[src/rtl/pwm3_pkg.sv]
package pwm3_pkg;
    typedef enum logic { DIR_UP = 1'b0, DIR_DOWN = 1'b1 } dir_e;
    typedef enum logic [1:0] { EV_NONE = 2'd0, EV_START = 2'd1, EV_MID = 2'd2 } ev_e;
endpackage

[src/rtl/pwm3_sweep.sv]
module pwm3_sweep
    import pwm3_pkg::*;
#(
    parameter int CW  = 16,
    parameter int SWW = 8
) (
    input  logic           clk,
    input  logic           rst_n,
    input  logic           halt_i,
    input  logic           dbl_i,
    input  logic [CW-1:0]  half_per_i,
    input  logic [SWW-1:0] sync_w_i,
    output logic [CW-1:0]  cnt_o,
    output logic [CW-1:0]  per_o,
    output dir_e           dir_o,
    output ev_e            ev_o,
    output logic           sync_o,
    output logic           irq_o
);
    localparam logic [CW-1:0] MIN_PER = CW'(2);

    typedef struct packed {
        logic [CW-1:0]  cnt;
        dir_e           dir;
        logic           idle;
        logic [CW-1:0]  per;
        logic [SWW-1:0] rem;
        logic           sync;
        logic           irq;
    } sweep_t;

    sweep_t st_q, st_d;
    ev_e    ev;
    logic   fire;

    always_comb begin
        st_d = st_q;
        ev   = EV_NONE;
        fire = 1'b0;
        if (halt_i) begin
            st_d.cnt  = '0;
            st_d.dir  = DIR_UP;
            st_d.idle = 1'b1;
            st_d.rem  = '0;
            st_d.sync = 1'b0;
            st_d.irq  = 1'b0;
        end else begin
            if (st_q.idle) begin
                st_d.idle = 1'b0;
                st_d.cnt  = '0;
                st_d.dir  = DIR_UP;
                ev        = EV_START;
            end else if (st_q.dir == DIR_UP) begin
                if (st_q.cnt == st_q.per - CW'(1)) begin
                    st_d.cnt = st_q.per;
                    st_d.dir = DIR_DOWN;
                    ev       = EV_MID;
                end else begin
                    st_d.cnt = st_q.cnt + CW'(1);
                end
            end else begin
                if (st_q.cnt <= CW'(1)) begin
                    st_d.cnt = '0;
                    st_d.dir = DIR_UP;
                    ev       = EV_START;
                end else begin
                    st_d.cnt = st_q.cnt - CW'(1);
                end
            end
            if (ev == EV_START) begin
                st_d.per = (half_per_i < MIN_PER) ? MIN_PER : half_per_i;
            end
            fire = (ev == EV_START) || ((ev == EV_MID) && dbl_i);
            if (fire) begin
                st_d.sync = 1'b1;
                st_d.irq  = 1'b1;
                st_d.rem  = (sync_w_i == '0) ? '0 : sync_w_i - SWW'(1);
            end else begin
                st_d.irq = 1'b0;
                if (st_q.rem != '0) begin
                    st_d.rem  = st_q.rem - SWW'(1);
                    st_d.sync = 1'b1;
                end else begin
                    st_d.sync = 1'b0;
                end
            end
        end
    end

    always_ff @(posedge clk or negedge rst_n) begin
        if (!rst_n) begin
            st_q <= '{cnt: '0, dir: DIR_UP, idle: 1'b1, per: MIN_PER,
                      rem: '0, sync: 1'b0, irq: 1'b0};
        end else begin
            st_q <= st_d;
        end
    end

    assign cnt_o  = st_q.cnt;
    assign per_o  = st_q.per;
    assign dir_o  = st_q.dir;
    assign ev_o   = ev;
    assign sync_o = st_q.sync;
    assign irq_o  = st_q.irq;

    p_cnt_bound_r1: assert property (@(posedge clk) disable iff (!rst_n)
        st_q.cnt <= st_q.per);
    p_rise_step_r1: assert property (@(posedge clk) disable iff (!rst_n)
        (!halt_i && !st_q.idle && st_q.dir == DIR_UP && st_q.cnt < st_q.per - CW'(1))
        |=> (st_q.cnt == $past(st_q.cnt) + CW'(1)));
    p_half_nonzero_r2: assert property (@(posedge clk) disable iff (!rst_n)
        (st_q.dir == DIR_DOWN) |-> (st_q.cnt != '0));
    p_irq_in_strobe_r9: assert property (@(posedge clk) disable iff (!rst_n)
        st_q.irq |-> st_q.sync);
    p_halt_park_r11: assert property (@(posedge clk) disable iff (!rst_n)
        halt_i |=> (st_q.cnt == '0 && !st_q.sync && st_q.dir == DIR_UP));
endmodule

[src/rtl/pwm3_guard.sv]
module pwm3_guard #(
    parameter int DTW = 10
) (
    input  logic           clk,
    input  logic           rst_n,
    input  logic           halt_i,
    input  logic           want_i,
    input  logic [DTW-1:0] dead_i,
    output logic           hi_o,
    output logic           lo_o
);
    typedef struct packed {
        logic           tgt;
        logic [DTW-1:0] wait_cnt;
        logic           hi;
        logic           lo;
    } guard_t;

    guard_t g_q, g_d;

    always_comb begin
        g_d = g_q;
        if (halt_i) begin
            g_d = '0;
        end else if (want_i != g_q.tgt) begin
            g_d.tgt      = want_i;
            g_d.wait_cnt = dead_i;
            g_d.hi       = 1'b0;
            g_d.lo       = 1'b0;
        end else if (g_q.wait_cnt != '0) begin
            g_d.wait_cnt = g_q.wait_cnt - DTW'(1);
            g_d.hi       = 1'b0;
            g_d.lo       = 1'b0;
        end else begin
            g_d.hi = g_q.tgt;
            g_d.lo = !g_q.tgt;
        end
    end

    always_ff @(posedge clk or negedge rst_n) begin
        if (!rst_n) begin
            g_q <= '0;
        end else begin
            g_q <= g_d;
        end
    end

    assign hi_o = g_q.hi;
    assign lo_o = g_q.lo;

    p_no_overlap_r6: assert property (@(posedge clk) disable iff (!rst_n)
        !(g_q.hi && g_q.lo));
    p_hi_after_gap_r6: assert property (@(posedge clk) disable iff (!rst_n)
        $rose(g_q.hi) |-> $past(!g_q.lo));
    p_lo_after_gap_r6: assert property (@(posedge clk) disable iff (!rst_n)
        $rose(g_q.lo) |-> $past(!g_q.hi));
    p_halt_off_r11: assert property (@(posedge clk) disable iff (!rst_n)
        halt_i |=> (!g_q.hi && !g_q.lo));
endmodule

[src/rtl/pwm3_timer.sv]
module pwm3_timer
    import pwm3_pkg::*;
#(
    parameter int CW  = 16,
    parameter int DTW = 10,
    parameter int SWW = 8,
    parameter int PH  = 3
) (
    input  logic              clk,
    input  logic              rst_n,
    input  logic              halt_i,
    input  logic              dbl_i,
    input  logic [CW-1:0]     half_per_i,
    input  logic [DTW-1:0]    dead_i,
    input  logic [SWW-1:0]    sync_w_i,
    input  logic [PH*CW-1:0]  duty_i,
    output logic [PH-1:0]     hi_o,
    output logic [PH-1:0]     lo_o,
    output logic              sync_o,
    output logic              sync_irq_o,
    output logic              half_o
);
    typedef struct packed {
        logic [PH-1:0][CW-1:0] duty;
    } lat_t;

    logic [CW-1:0] cnt, per;
    dir_e          dir;
    ev_e           ev;
    lat_t          lat_q, lat_d;

    pwm3_sweep #(.CW(CW), .SWW(SWW)) u_sweep (
        .clk        (clk),
        .rst_n      (rst_n),
        .halt_i     (halt_i),
        .dbl_i      (dbl_i),
        .half_per_i (half_per_i),
        .sync_w_i   (sync_w_i),
        .cnt_o      (cnt),
        .per_o      (per),
        .dir_o      (dir),
        .ev_o       (ev),
        .sync_o     (sync_o),
        .irq_o      (sync_irq_o)
    );

    always_comb begin
        lat_d = lat_q;
        if (ev == EV_START || (ev == EV_MID && dbl_i)) begin
            for (int k = 0; k < PH; k++) begin
                lat_d.duty[k] = duty_i[k*CW +: CW];
            end
        end
    end

    always_ff @(posedge clk or negedge rst_n) begin
        if (!rst_n) begin
            lat_q <= '0;
        end else begin
            lat_q <= lat_d;
        end
    end

    assign half_o = (dir == DIR_DOWN);

    for (genvar g = 0; g < PH; g++) begin : g_leg
        logic [CW-1:0] lvl_c, thr_c;
        logic          want_c;

        always_comb begin
            lvl_c  = (dir == DIR_DOWN) ? cnt - CW'(1) : cnt;
            thr_c  = (lat_q.duty[g] >= per) ? '0 : per - lat_q.duty[g];
            want_c = (lvl_c >= thr_c);
        end

        pwm3_guard #(.DTW(DTW)) u_guard (
            .clk    (clk),
            .rst_n  (rst_n),
            .halt_i (halt_i),
            .want_i (want_c),
            .dead_i (dead_i),
            .hi_o   (hi_o[g]),
            .lo_o   (lo_o[g])
        );
    end

    p_single_hold_r7: assert property (@(posedge clk) disable iff (!rst_n)
        (!dbl_i && sync_irq_o && half_o) |-> 1'b0);
    p_mid_strobe_r10: assert property (@(posedge clk) disable iff (!rst_n)
        (sync_irq_o && !half_o) |-> (cnt == '0));
endmodule

[config.mk]
export PLATFORM = sky130hd
export DESIGN_NAME = pwm3_timer
export DESIGN_NICKNAME = d
export VERILOG_FILES = /design/src/rtl/pwm3_pkg.sv /design/src/rtl/pwm3_sweep.sv /design/src/rtl/pwm3_guard.sv /design/src/rtl/pwm3_timer.sv
export SDC_FILE = /design/constraint.sdc
export NUM_CORES = 1
export LEC_CHECK = 0
export ABC_AREA = 1
export ABC_CLOCK_PERIOD_IN_PS = 3900
export BUFFER_PORTS_ARGS = -buffer_cell sky130_fd_sc_hd__buf_2
export CAP_MARGIN = 20
export CORE_MARGIN = 3
export CORE_UTILIZATION = 63
export CTS_CLUSTER_DIAMETER = 60
export DETAILED_ROUTE_END_ITERATION = 8
export PLACE_DENSITY = 0.83
export SLEW_MARGIN = 15
export SYNTH_ARGS = -nofsm -noshare
export SYNTH_HDL_FRONTEND = slang
export SYNTH_HIERARCHICAL = 1
export SYNTH_SLANG_ARGS = --single-unit
[constraint.sdc]
create_clock -name clk -period 3.9 [get_ports clk]
set_input_delay 0 -clock clk [delete_from_list [all_inputs] [get_ports clk]]
set_output_delay 0 -clock clk [all_outputs]
set_load 0.1 [all_outputs]
==> impl_metrics.csv, run 1 <==
group,metric,value,unit
outcome,status,"finished, final reports clean",
global_routing,grt_max_degree,98,
yosys,yosys_warnings,6,
pwr,clock_power_share,0.222,
yosys,synth_top_area_share,0.246,
finish,multi_input_area,8400,µm²
finish,register_area,3290,µm²
pwr,p_seq_frac,0.237,
floorplanning,row_count,52,
timing,min_period,3.76,ns
yosys,ys_seq_area_frac,0.250,
timing,slew_violations,0,
yosys,synth_cells,1938,
clock_network,clk_latency,0.45,ns
pwr,netSwitchingFraction,0.464,
global_routing,globalRouteOverflowTotal,0,
critical_path,path_max_fanout,12,
critical_path,critPathLaunchType,"flop",
critical_path,cp.required,4.24,ns
timing,finalSetupViolations,0,
clock_network,cts_tree,"yes",
yosys,synth.area.top_cells,"dfrtp_1, nand2_1, ha_1, inv_1, nor2_1",
placement,place_inst,2301,
route,drt-total-wl,40.4,mm
critical_path,path_class,"reg -> reg",
yosys,yosys_register_bits,131,
route,drtAntennaViolNets,0,
pwr,internal_power,0.00412,W
worst_hold_path,hold_depth,6,
timing,worstMarginPinSlew,0.931,ns
timing,min_period_over_period,0.965,
critical_path,arrival,4.10,ns
clock_network,cts_sinks,131,
global_routing,grt_pass1_wl,63.2,mm
critical_path,rrSetupSlack,0.14,ns
clock_network,cts_max_path_buffers,2,
critical_path,end_kind,"flop",
placement,port_buffers,94,
route,dr.pass1.iters,6,
route,drcViolationCount,0,
finish,final_cells,2427,
finish,num-fill-cells,1457,
floorplanning,die_width,150,µm
placement,place.gp.congestion,0.975,
floorplanning,dieArea,22600,µm²
worst_hold_path,hold_path_class,"in -> reg",
global_routing,grt_pass1_vias,13200,
pwr,pwr-share-comb,0.541,
finish,diodes,0,
critical_path,worstRegToRegCells,20,
floorplanning,pin_count,95,
yosys,syn_nets,2134,
clock_network,root_buffer,"clkbuf_16",
finish,drive_above_1_share,0.202,
yosys,netlist_area,13100,µm²
global_routing,antenna_found_initial,0,
placement,dp_hpwl,28.6,mm
route,routed_via_density,5.64,
pwr,power.density,493,nW/µm²
yosys,synth_cell_type_count,53,
yosys,avgSynthCellArea,6.77,µm²
pwr,leakagePower,8.29,nW
finish,synthToLayoutAreaGrowth,19.0,%
clock_network,path_clk_slew,0.07,ns
route,drt_iter0_drc,1162,
pwr,irDropWorstVdd,0.478,mV
floorplanning,start_util,0.644,
finish,fin_nets,2340,
timing,skew,0.0125,ns
clock_network,cts_made_buffers,17,
route,vias,13700,
timing,fmax,0.266,GHz
global_routing,grt_use_total,0.351,
floorplanning,core_area,20400,µm²
timing,hold_viol,0,
timing,tns,0,ns
floorplanning,fp.dieH,150,µm
yosys,yosys.area.top_type,"dfrtp_1",
timing,slew_headroom,0.379,
job,maxCapViolCount,0,
clock_network,cts_max_level,4,
route,wire_per_inst,16.6,µm
pwr,power_switching,0.00358,W
[metrics by stage]
| stage | hold slack, ns | cell area (µm²) | util | total power [W] | setup slack, ns |
|---|---|---|---|---|---|
| after floorplan | -0.296 | 13100 | - | 0.00478 | 0.339 |
| after global placement | 0.151 | 14000 | 0.686 | 0.00555 | 0.0408 |
| after detailed placement | 0.154 | 14000 | 0.686 | 0.00567 | -0.0331 |
| after CTS | 0.00399 | 15400 | 0.754 | 0.00745 | 0.0280 |
| after global routing | 0.0523 | 15600 | 0.766 | 0.00825 | -0.0355 |
| final | 0.0196 | 15600 | 0.766 | 0.00770 | 0.136 |
[what timing repair did]
item,4_1_cts,5_1_grt
pin swaps,0,11
cloned,0,0
setup endpoints to repair,17,30
buffers inserted,0,16
hold buffers,78,0
resized for setup,2,42
hold endpoints to repair,187,0
[routing by layer]
| metal | share of wire | wire length (µm) | global-route usage |
|---|---|---|---|
| met1 | 0.39 | 15700 | 0.429 |
| met2 | 0.47 | 18900 | 0.593 |
| met3 | 0.089 | 3610 | 0.0596 |
| met4 | 0.054 | 2170 | 0.183 |
| met5 | 0 | 0 | 0 |
[placed cells by master, fill, tap and decap left out, types with 32 or more instances in the layout]
cell	n
a21oi_1	88
nand3_2	49
xor2_1	32
buf_2	93
nand2_1	543
nand3_1	97
dlygate4sd3_1	78
ha_1	96
dfrtp_1	122
o21ai_0	90
nor2_1	157
nand4_1	32
buf_4	73
inv_1	264
[registers in the layout, indices dropped and copies added, names as in the netlist]
name / flops
lat_q: 48
g_leg.u_guard/g_q: 33
u_sweep/cnt_o: 16
u_sweep/per_o: 16
u_sweep/st_q: 9
g_leg.u_guard/hi_o: 3
g_leg.u_guard/lo_o: 3
u_sweep/dir_o: 1
u_sweep/irq_o: 1
u_sweep/sync_o: 1
[logic make-up after synthesis]
logic type               count (synthesis)  share of synthesized area
AO/OA/AOI/OAI                          242                      0.102
XOR/XNOR                                48                     0.0321
adder cells (fa/ha/maj)                110                      0.107
buffers and inverters                  353                      0.120
flip-flops                             131                      0.250
multiplexers                             3                    0.00258
AND/OR/NAND/NOR                       1051                      0.387
[synth_stat cells, drive strengths merged]
| library cell | count |
|---|---|
| a31oi | 5 |
| mux2 | 3 |
| ha | 107 |
| o22ai | 1 |
| xor2 | 32 |
| or2 | 32 |
| and2 | 11 |
| fa | 3 |
| inv | 288 |
| dfrtp | 129 |
| a21boi | 2 |
| buf | 55 |
| o221ai | 1 |
| a21oi | 101 |
| nor3b | 3 |
| nor4 | 3 |
| clkbuf | 7 |
| nor2 | 200 |
| xnor2 | 16 |
| a311oi | 1 |
| nand3 | 148 |
| nor3 | 27 |
| nand2 | 583 |
| o21a | 3 |
| clkinv | 3 |
| nand4 | 33 |
| o21bai | 1 |
| o21ai | 126 |
| nand3b | 11 |
| o211ai | 1 |
| dfstp | 2 |
[critical path, cell delays in order, from the launching register on]
cell	delay [ns]
dfrtp_2	0.51
ha_1	0.36
buf_4	0.13
nand2_1	0.12
nor3_1	0.32
and2_1	0.19
nand2_1	0.07
nand3b_1	0.10
nand3_1	0.08
ha_1	0.31
a21oi_1	0.18
o21ai_0	0.11
a21oi_1	0.21
nand3_2	0.19
nand2_2	0.13
inv_2	0.06
nor2_8	0.17
inv_6	0.07
or2_0	0.20
nand3_1	0.08
nor2_1	0.05
[final timing paths]
path,start,end
min reg2reg,u_sweep/st_q[2],u_sweep/st_q[2]
max reg2reg,u_sweep/per_o[12],g_leg[1].u_guard/g_q[11]
max in group asynchronous,rst_n,g_leg[2].u_guard/hi_o
min in group asynchronous,rst_n,lat_q[5]
max,u_sweep/per_o[12],g_leg[1].u_guard/g_q[11]
min,sync_w_i[6],u_sweep/st_q[8]
[final cells by class]
type,instances,area share
clock buffers,18,0.0275
clock inverters,14,0.0104
inverters,291,0.0710
multi-input cells,1454,0.538
flip-flops and latches,131,0.211
well taps,270,0.0216
repair buffers,249,0.120
[power groups by stage]
stage / clock [W] / sequential, W / combinational [W]
2_1_floorplan: 0 / 0.00182 / 0.00296
3_3_place_gp: 0 / 0.00182 / 0.00373
3_5_place_dp: 0 / 0.00183 / 0.00383
4_1_cts: 0.00170 / 0.00181 / 0.00394
5_1_grt: 0.00177 / 0.00184 / 0.00463
6_report: 0.00171 / 0.00183 / 0.00416
Note: power is estimated with default switching activity, not from simulation.
==> run 2, diff against run 1 <==
--- a/config.mk
+++ b/config.mk
@@ -6,7 +6,7 @@
 export NUM_CORES = 1
 export LEC_CHECK = 0
 export ABC_AREA = 1
-export ABC_CLOCK_PERIOD_IN_PS = 3900
+export ABC_CLOCK_PERIOD_IN_PS = 3890
 export BUFFER_PORTS_ARGS = -buffer_cell sky130_fd_sc_hd__buf_2
 export CAP_MARGIN = 20
 export CORE_MARGIN = 3
==> constraint.sdc (replaced) <==
create_clock -name clk -period 3.89 [get_ports clk]
set_input_delay 0 -clock clk [delete_from_list [all_inputs] [get_ports clk]]
set_output_delay 0 -clock clk [all_outputs]
set_load 0.1 [all_outputs]
==> impl_metrics.csv, run 2 (same netlist as run 1, synthesis figures left out) <==
group,metric,value,unit
job,maxCapViolCount,0,
critical_path,critPathLaunchType,"flop",
floorplanning,core_area,20400,µm²
critical_path,worstRegToRegCells,21,
placement,place.gp.congestion,1.00,
pwr,irDropWorstVdd,0.555,mV
finish,reg.largest.list,"lat_q: 48 flops, g_leg.u_guard/g_q: 33 flops",
timing,slew_violations,0,
clock_network,cts_max_level,4,
critical_path,rrSetupSlack,0.14,ns
critical_path,crit_buf_inv,4,
critical_path,critPathMaxStageDelay,0.53,ns
timing,fmax,0.267,GHz
route,drtAntennaViolNets,0,
finish,drive_above_1_share,0.196,
timing,worstMarginPinSlew,0.791,ns
critical_path,cp_top_family,"simple AND/OR/NAND/NOR gates",
clock_network,clk_latency,0.44,ns
critical_path,arrival,4.08,ns
clock_network,cts_tree,"yes",
placement,place_inst,2296,
finish,top_register,"lat_q",
pwr,power.density,491,nW/µm²
critical_path,path_max_fanout,15,
timing,slew_headroom,0.468,
finish,fin_nets,2328,
finish,final_cell_mix,"nand2_1, inv_1, nor2_1",
timing,min_period_over_period,0.964,
global_routing,grt_max_degree,63,
critical_path,cp.depth,21,
route,vias,13500,
finish,largest_reg_flops,48,
timing,finalSetupViolations,0,
global_routing,grt.met1_usage,0.423,
global_routing,grt_util_met3,0.0668,
global_routing,antenna_found_initial,0,
global_routing,busiest_layer,"met2",
critical_path,path_class,"reg -> reg",
route,drcViolationCount,0,
clock_network,cts_sinks,131,
timing,min_period,3.75,ns
critical_path,slowest_stage,"dfrtp_2",
finish,final_cells,2415,
finish,diodes,0,
route,drt-total-wl,39.6,mm
critical_path,cp.required,4.22,ns
clock_network,cts_made_buffers,17,
clock_network,root_buffer,"clkbuf_16",
worst_hold_path,hold_path_end,"g_leg[2].u_guard/g_q[11]",
global_routing,globalRouteOverflowTotal,0,
floorplanning,pin_count,95,
critical_path,reg2reg_to,"g_leg[0].u_guard/g_q[9]",
clock_network,cts_max_path_buffers,2,
worst_hold_path,hold_start,"dead_i[9]",
route,drt_iter0_drc,954,
critical_path,timing.rr.start,"u_sweep/per_o[9]",
outcome,status,"finished, final reports clean",
placement,preCtsSetupSlack,-0.0469,ns
worst_hold_path,hold_path_class,"in -> reg",
global_routing,grt_pass1_wl,63.2,mm
worst_hold_path,hold_depth,4,
critical_path,path_cells,"ha_2 -> nand2_1 -> nor2_4 -> nand2_2 -> clkinv_1 -> nand2_4 -> a21oi_4 -> buf_12 -> nand3_2 -> ha_1 -> a21oi_1 -> o21ai_0 -> a21oi_2 -> nand3_2 -> nand2_2 -> inv_2 -> nor2_8 -> inv_6 -> or2_1 -> nand2_1 -> nor2_2",
timing,skew,0.0150,ns
finish,synthToLayoutAreaGrowth,18.5,%
placement,dp_hpwl,28.7,mm
floorplanning,die_width,150,µm
timing,grt_setup_unrepaired,"true",
timing,hold_viol,0,
global_routing,use_met2,0.597,
floorplanning,start_util,0.644,
placement,port_buffers,94,
route,dr.pass1.iters,5,
floorplanning,fp.dieH,150,µm
global_routing,grt_use_total,0.351,
pwr,leakagePower,8.25,nW
route,routed_via_density,5.58,
critical_path,end_kind,"flop",
clock_network,path_clk_slew,0.07,ns
route,wire_per_inst,16.4,µm
global_routing,grt_pass1_vias,13200,
floorplanning,dieArea,22600,µm²
finish,layout_commonest_cell,"nand2_1",
timing,layout_setup_ws,0.140,ns
floorplanning,row_count,52,
## run 2: cell count changes in the layout (fill, tap and decap cells not counted), moves of 3 or more
cell / previous run / this run
ha_1: 96 / 99
ha_2: 8 / 4
buf_4: 73 / 60
inv_8: 1 / 6
clkinv_8: 0 / 5
inv_6: 10 / 4
## run 2: where the power goes
group          switching [W]  internal (W)
combinational        0.00257       0.00155
clock               0.000802      0.000871
sequential          0.000222       0.00161
## run 2: tightest hold or removal path, cell delays in order
cell and delay, ns:
buf_2 0.13, or2_0 0.12, nand3_1 0.08, nor2_1 0.10
## run 2: layout make-up
type / instances / area, µm²
inverter: 291 / 1110
clock inverter: 15 / 183
tap: 270 / 338
fill: 1510 / 4830
multi-input combinational: 1454 / 8390
clock buffer: 17 / 425
sequential: 131 / 3290
timing repair buffer: 237 / 1800
## run 2: worst max path at each step
stage | from | endpoint | slack (ns)
after floorplan | u_sweep/dir_o | g_leg[1].u_guard/g_q[2] | 0.33
after global placement | u_sweep/per_o[8] | g_leg[0].u_guard/g_q[11] | 0.06
after detailed placement | u_sweep/per_o[0] | g_leg[2].u_guard/g_q[11] | -0.05
after CTS | u_sweep/per_o[0] | g_leg[0].u_guard/g_q[9] | 0.003
after global routing | u_sweep/per_o[12] | g_leg[2].u_guard/g_q[9] | -0.05
final | u_sweep/per_o[9] | g_leg[0].u_guard/g_q[9] | 0.14
## run 2: metal layers
layer	part of all wire	vias to the layer above
met4	0.051	0
met2	0.48	589
met5	0	-
li1	-	6548
met1	0.39	6193
met3	0.078	144
## run 2: stage by stage
| stage | power, W | TNS, ns | hold WS [ns] | util | area [µm²] |
|---|---|---|---|---|---|
| 3_5_place_dp | 0.00569 | -0.296 | 0.0207 | 0.685 | 13900 |
| 5_1_grt | 0.00821 | -0.299 | 0.0655 | 0.763 | 15500 |
| 4_1_cts | 0.00747 | 0 | 0.00964 | 0.755 | 15400 |
| 6_report | 0.00762 | 0 | 0.0369 | 0.763 | 15500 |
| 3_3_place_gp | 0.00556 | 0 | 0.0169 | 0.685 | 13900 |
| 2_1_floorplan | 0.00479 | 0 | -0.296 | - | 13100 |
## run 2: timing repair
action,4_1_cts,5_1_grt
hold buffers,78,0
setup buffers,3,6
pin swaps,1,9
setup endpoints to repair,20,30
endpoints found under the hold margin,151,0
gates resized for setup,3,31
==> run 3, diff against run 2 <==
==> constraint.sdc (replaced) <==
create_clock -name clk -period 3.89 [get_ports clk]
set_input_delay 0.5835 -clock clk [delete_from_list [all_inputs] [get_ports clk]]
set_output_delay 0.5835 -clock clk [all_outputs]
set_load 0.1 [all_outputs]
==> impl_metrics.csv, run 3 (same netlist as run 1, synthesis figures left out) <==
group,metric,value,unit
clock_network,cts_max_path_buffers,2,
floorplanning,fp.dieH,150,µm
clock_network,clk_latency,0.44,ns
pwr,leakagePower,7.98,nW
critical_path,critPathLaunchType,"flop",
clock_network,cts-hold-fix-buffers,0,
placement,dp_hpwl,29.3,mm
finish,drive_above_1_share,0.217,
route,top_layer_used,"met4",
floorplanning,die_width,150,µm
pwr,power.density,516,nW/µm²
global_routing,antenna_found_initial,0,
finish,fin_nets,2263,
placement,place_inst,2301,
placement,port_buffers,94,
finish,diodes,0,
timing,skew,0.0150,ns
route,vias,13400,
floorplanning,core_area,20400,µm²
floorplanning,pin_count,95,
route,wl_met3,3.35,mm
finish,reg.largest.list,"lat_q: 48 flops, g_leg.u_guard/g_q: 33 flops",
clock_network,cts_tree,"yes",
finish,layout_commonest_cell,"nand2_1",
clock_network,cts_sinks,131,
placement,place.gp.congestion,1.03,
pwr,irDropWorstVdd,0.493,mV
global_routing,grt_use_total,0.342,
timing,fmax,0.263,GHz
finish,post-route-util,0.737,
route,wire_per_inst,16.6,µm
finish,synthToLayoutAreaGrowth,14.4,%
route,wl_met2,18.1,mm
timing,slew_violations,0,
clock_network,cts_max_level,4,
pwr,p_total,0.00775,W
timing,worstMarginPinSlew,0.820,ns
floorplanning,start_util,0.644,
critical_path,path_max_fanout,14,
route,dr.pass1.iters,8,
critical_path,slowest_stage,"dfrtp_2",
route,routed_via_density,5.69,
critical_path,arrival,4.13,ns
clock_network,root_buffer,"clkbuf_16",
finish,multi_input_area,8540,µm²
timing,holdWs,0.207,ns
critical_path,end_kind,"flop",
timing,hold_viol,0,
finish,final_cells,2350,
route,drt-total-wl,38.9,mm
global_routing,globalRouteOverflowTotal,0,
global_routing,grt_max_degree,88,
timing,min_period_over_period,0.978,
finish,final_cell_mix,"nand2_1, inv_1, nor2_1",
job,maxCapViolCount,0,
route,drcViolationCount,0,
timing,slew_headroom,0.453,
floorplanning,dieArea,22600,µm²
worst_hold_path,hold_path_class,"in -> async",
clock_network,cts_made_buffers,17,
timing,min_period,3.80,ns
floorplanning,row_count,52,
timing,finalSetupViolations,0,
finish,largest_reg_flops,48,
route,drt_iter0_drc,935,
global_routing,grt_pass1_wl,61.7,mm
critical_path,critPathMaxStageDelay,0.43,ns
finish,register_area,3300,µm²
critical_path,cp.required,4.21,ns
finish,num-fill-cells,1632,
route,drtAntennaViolNets,0,
global_routing,grt_pass1_vias,12800,
route,wl_met1,15.4,mm
critical_path,path_class,"reg -> reg",
clock_network,path_clk_slew,0.07,ns
timing,tns,0,ns
finish,top_register,"lat_q",
outcome,status,"finished, final reports clean",
run 3: critical path: cells and delay by family (launching register included):
family	cells	cell delay, ns
simple gates	14	1.47
fa+ha+maj	3	0.81
buf+inv	6	0.63
flops	1	0.43
compound gates	3	0.33
run 3: cell type report:
class,count,area share
clock buffer,17,0.0284
inverter,291,0.0739
multi-input combinational,1455,0.569
timing repair buffer,171,0.0736
sequential,131,0.220
clock inverter,15,0.0125
tap,270,0.0225
run 3: routing by layer:
metal	vias up	global-route usage
met5	-	0
met4	0	0.192
met3	155	0.0686
met2	619	0.561
met1	6190	0.421
li1	6419	-
run 3: final timing paths:
path / start / to / slack, ns / cells after the start
min in group clk: duty_i[10] / lat_q[10] / 0.35 / 3
hold reg to reg: g_leg[1].u_guard/g_q[12] / g_leg[1].u_guard/lo_o / 0.49 / 1
setup / recovery: u_sweep/per_o[0] / g_leg[0].u_guard/g_q[11] / 0.09 / 26
setup reg to reg: u_sweep/per_o[0] / g_leg[0].u_guard/g_q[11] / 0.09 / 26
hold / removal: rst_n / lat_q[10] / 0.21 / 1
max in group asynchronous: rst_n / u_sweep/per_o[6] / 2.78 / 2
run 3: report_power, final:
group	leakage [nW]	switching, W	internal [W]	total, W
sequential	1.66	0.000223	0.00161	0.00184
clock	0.293	0.000754	0.000978	0.00173
combinational	6.02	0.00261	0.00157	0.00418
total	7.98	0.00359	0.00416	0.00775
run 3: stage by stage:
stage	setup WS (ns)	area (µm²)
finish	0.0874	15000
global route	-0.0260	15000
CTS	0.0292	14600
detailed placement	-0.0495	14000
global placement	0.0605	14000
floorplan	0.329	13100
run 3: what timing repair did:
item | 4_1_cts | 5_1_grt
setup buffers | 0 | 16
cloned | 0 | 1
gates resized for setup | 3 | 57
endpoints found under the setup margin | 10 | 30
pin swaps | 1 | 10
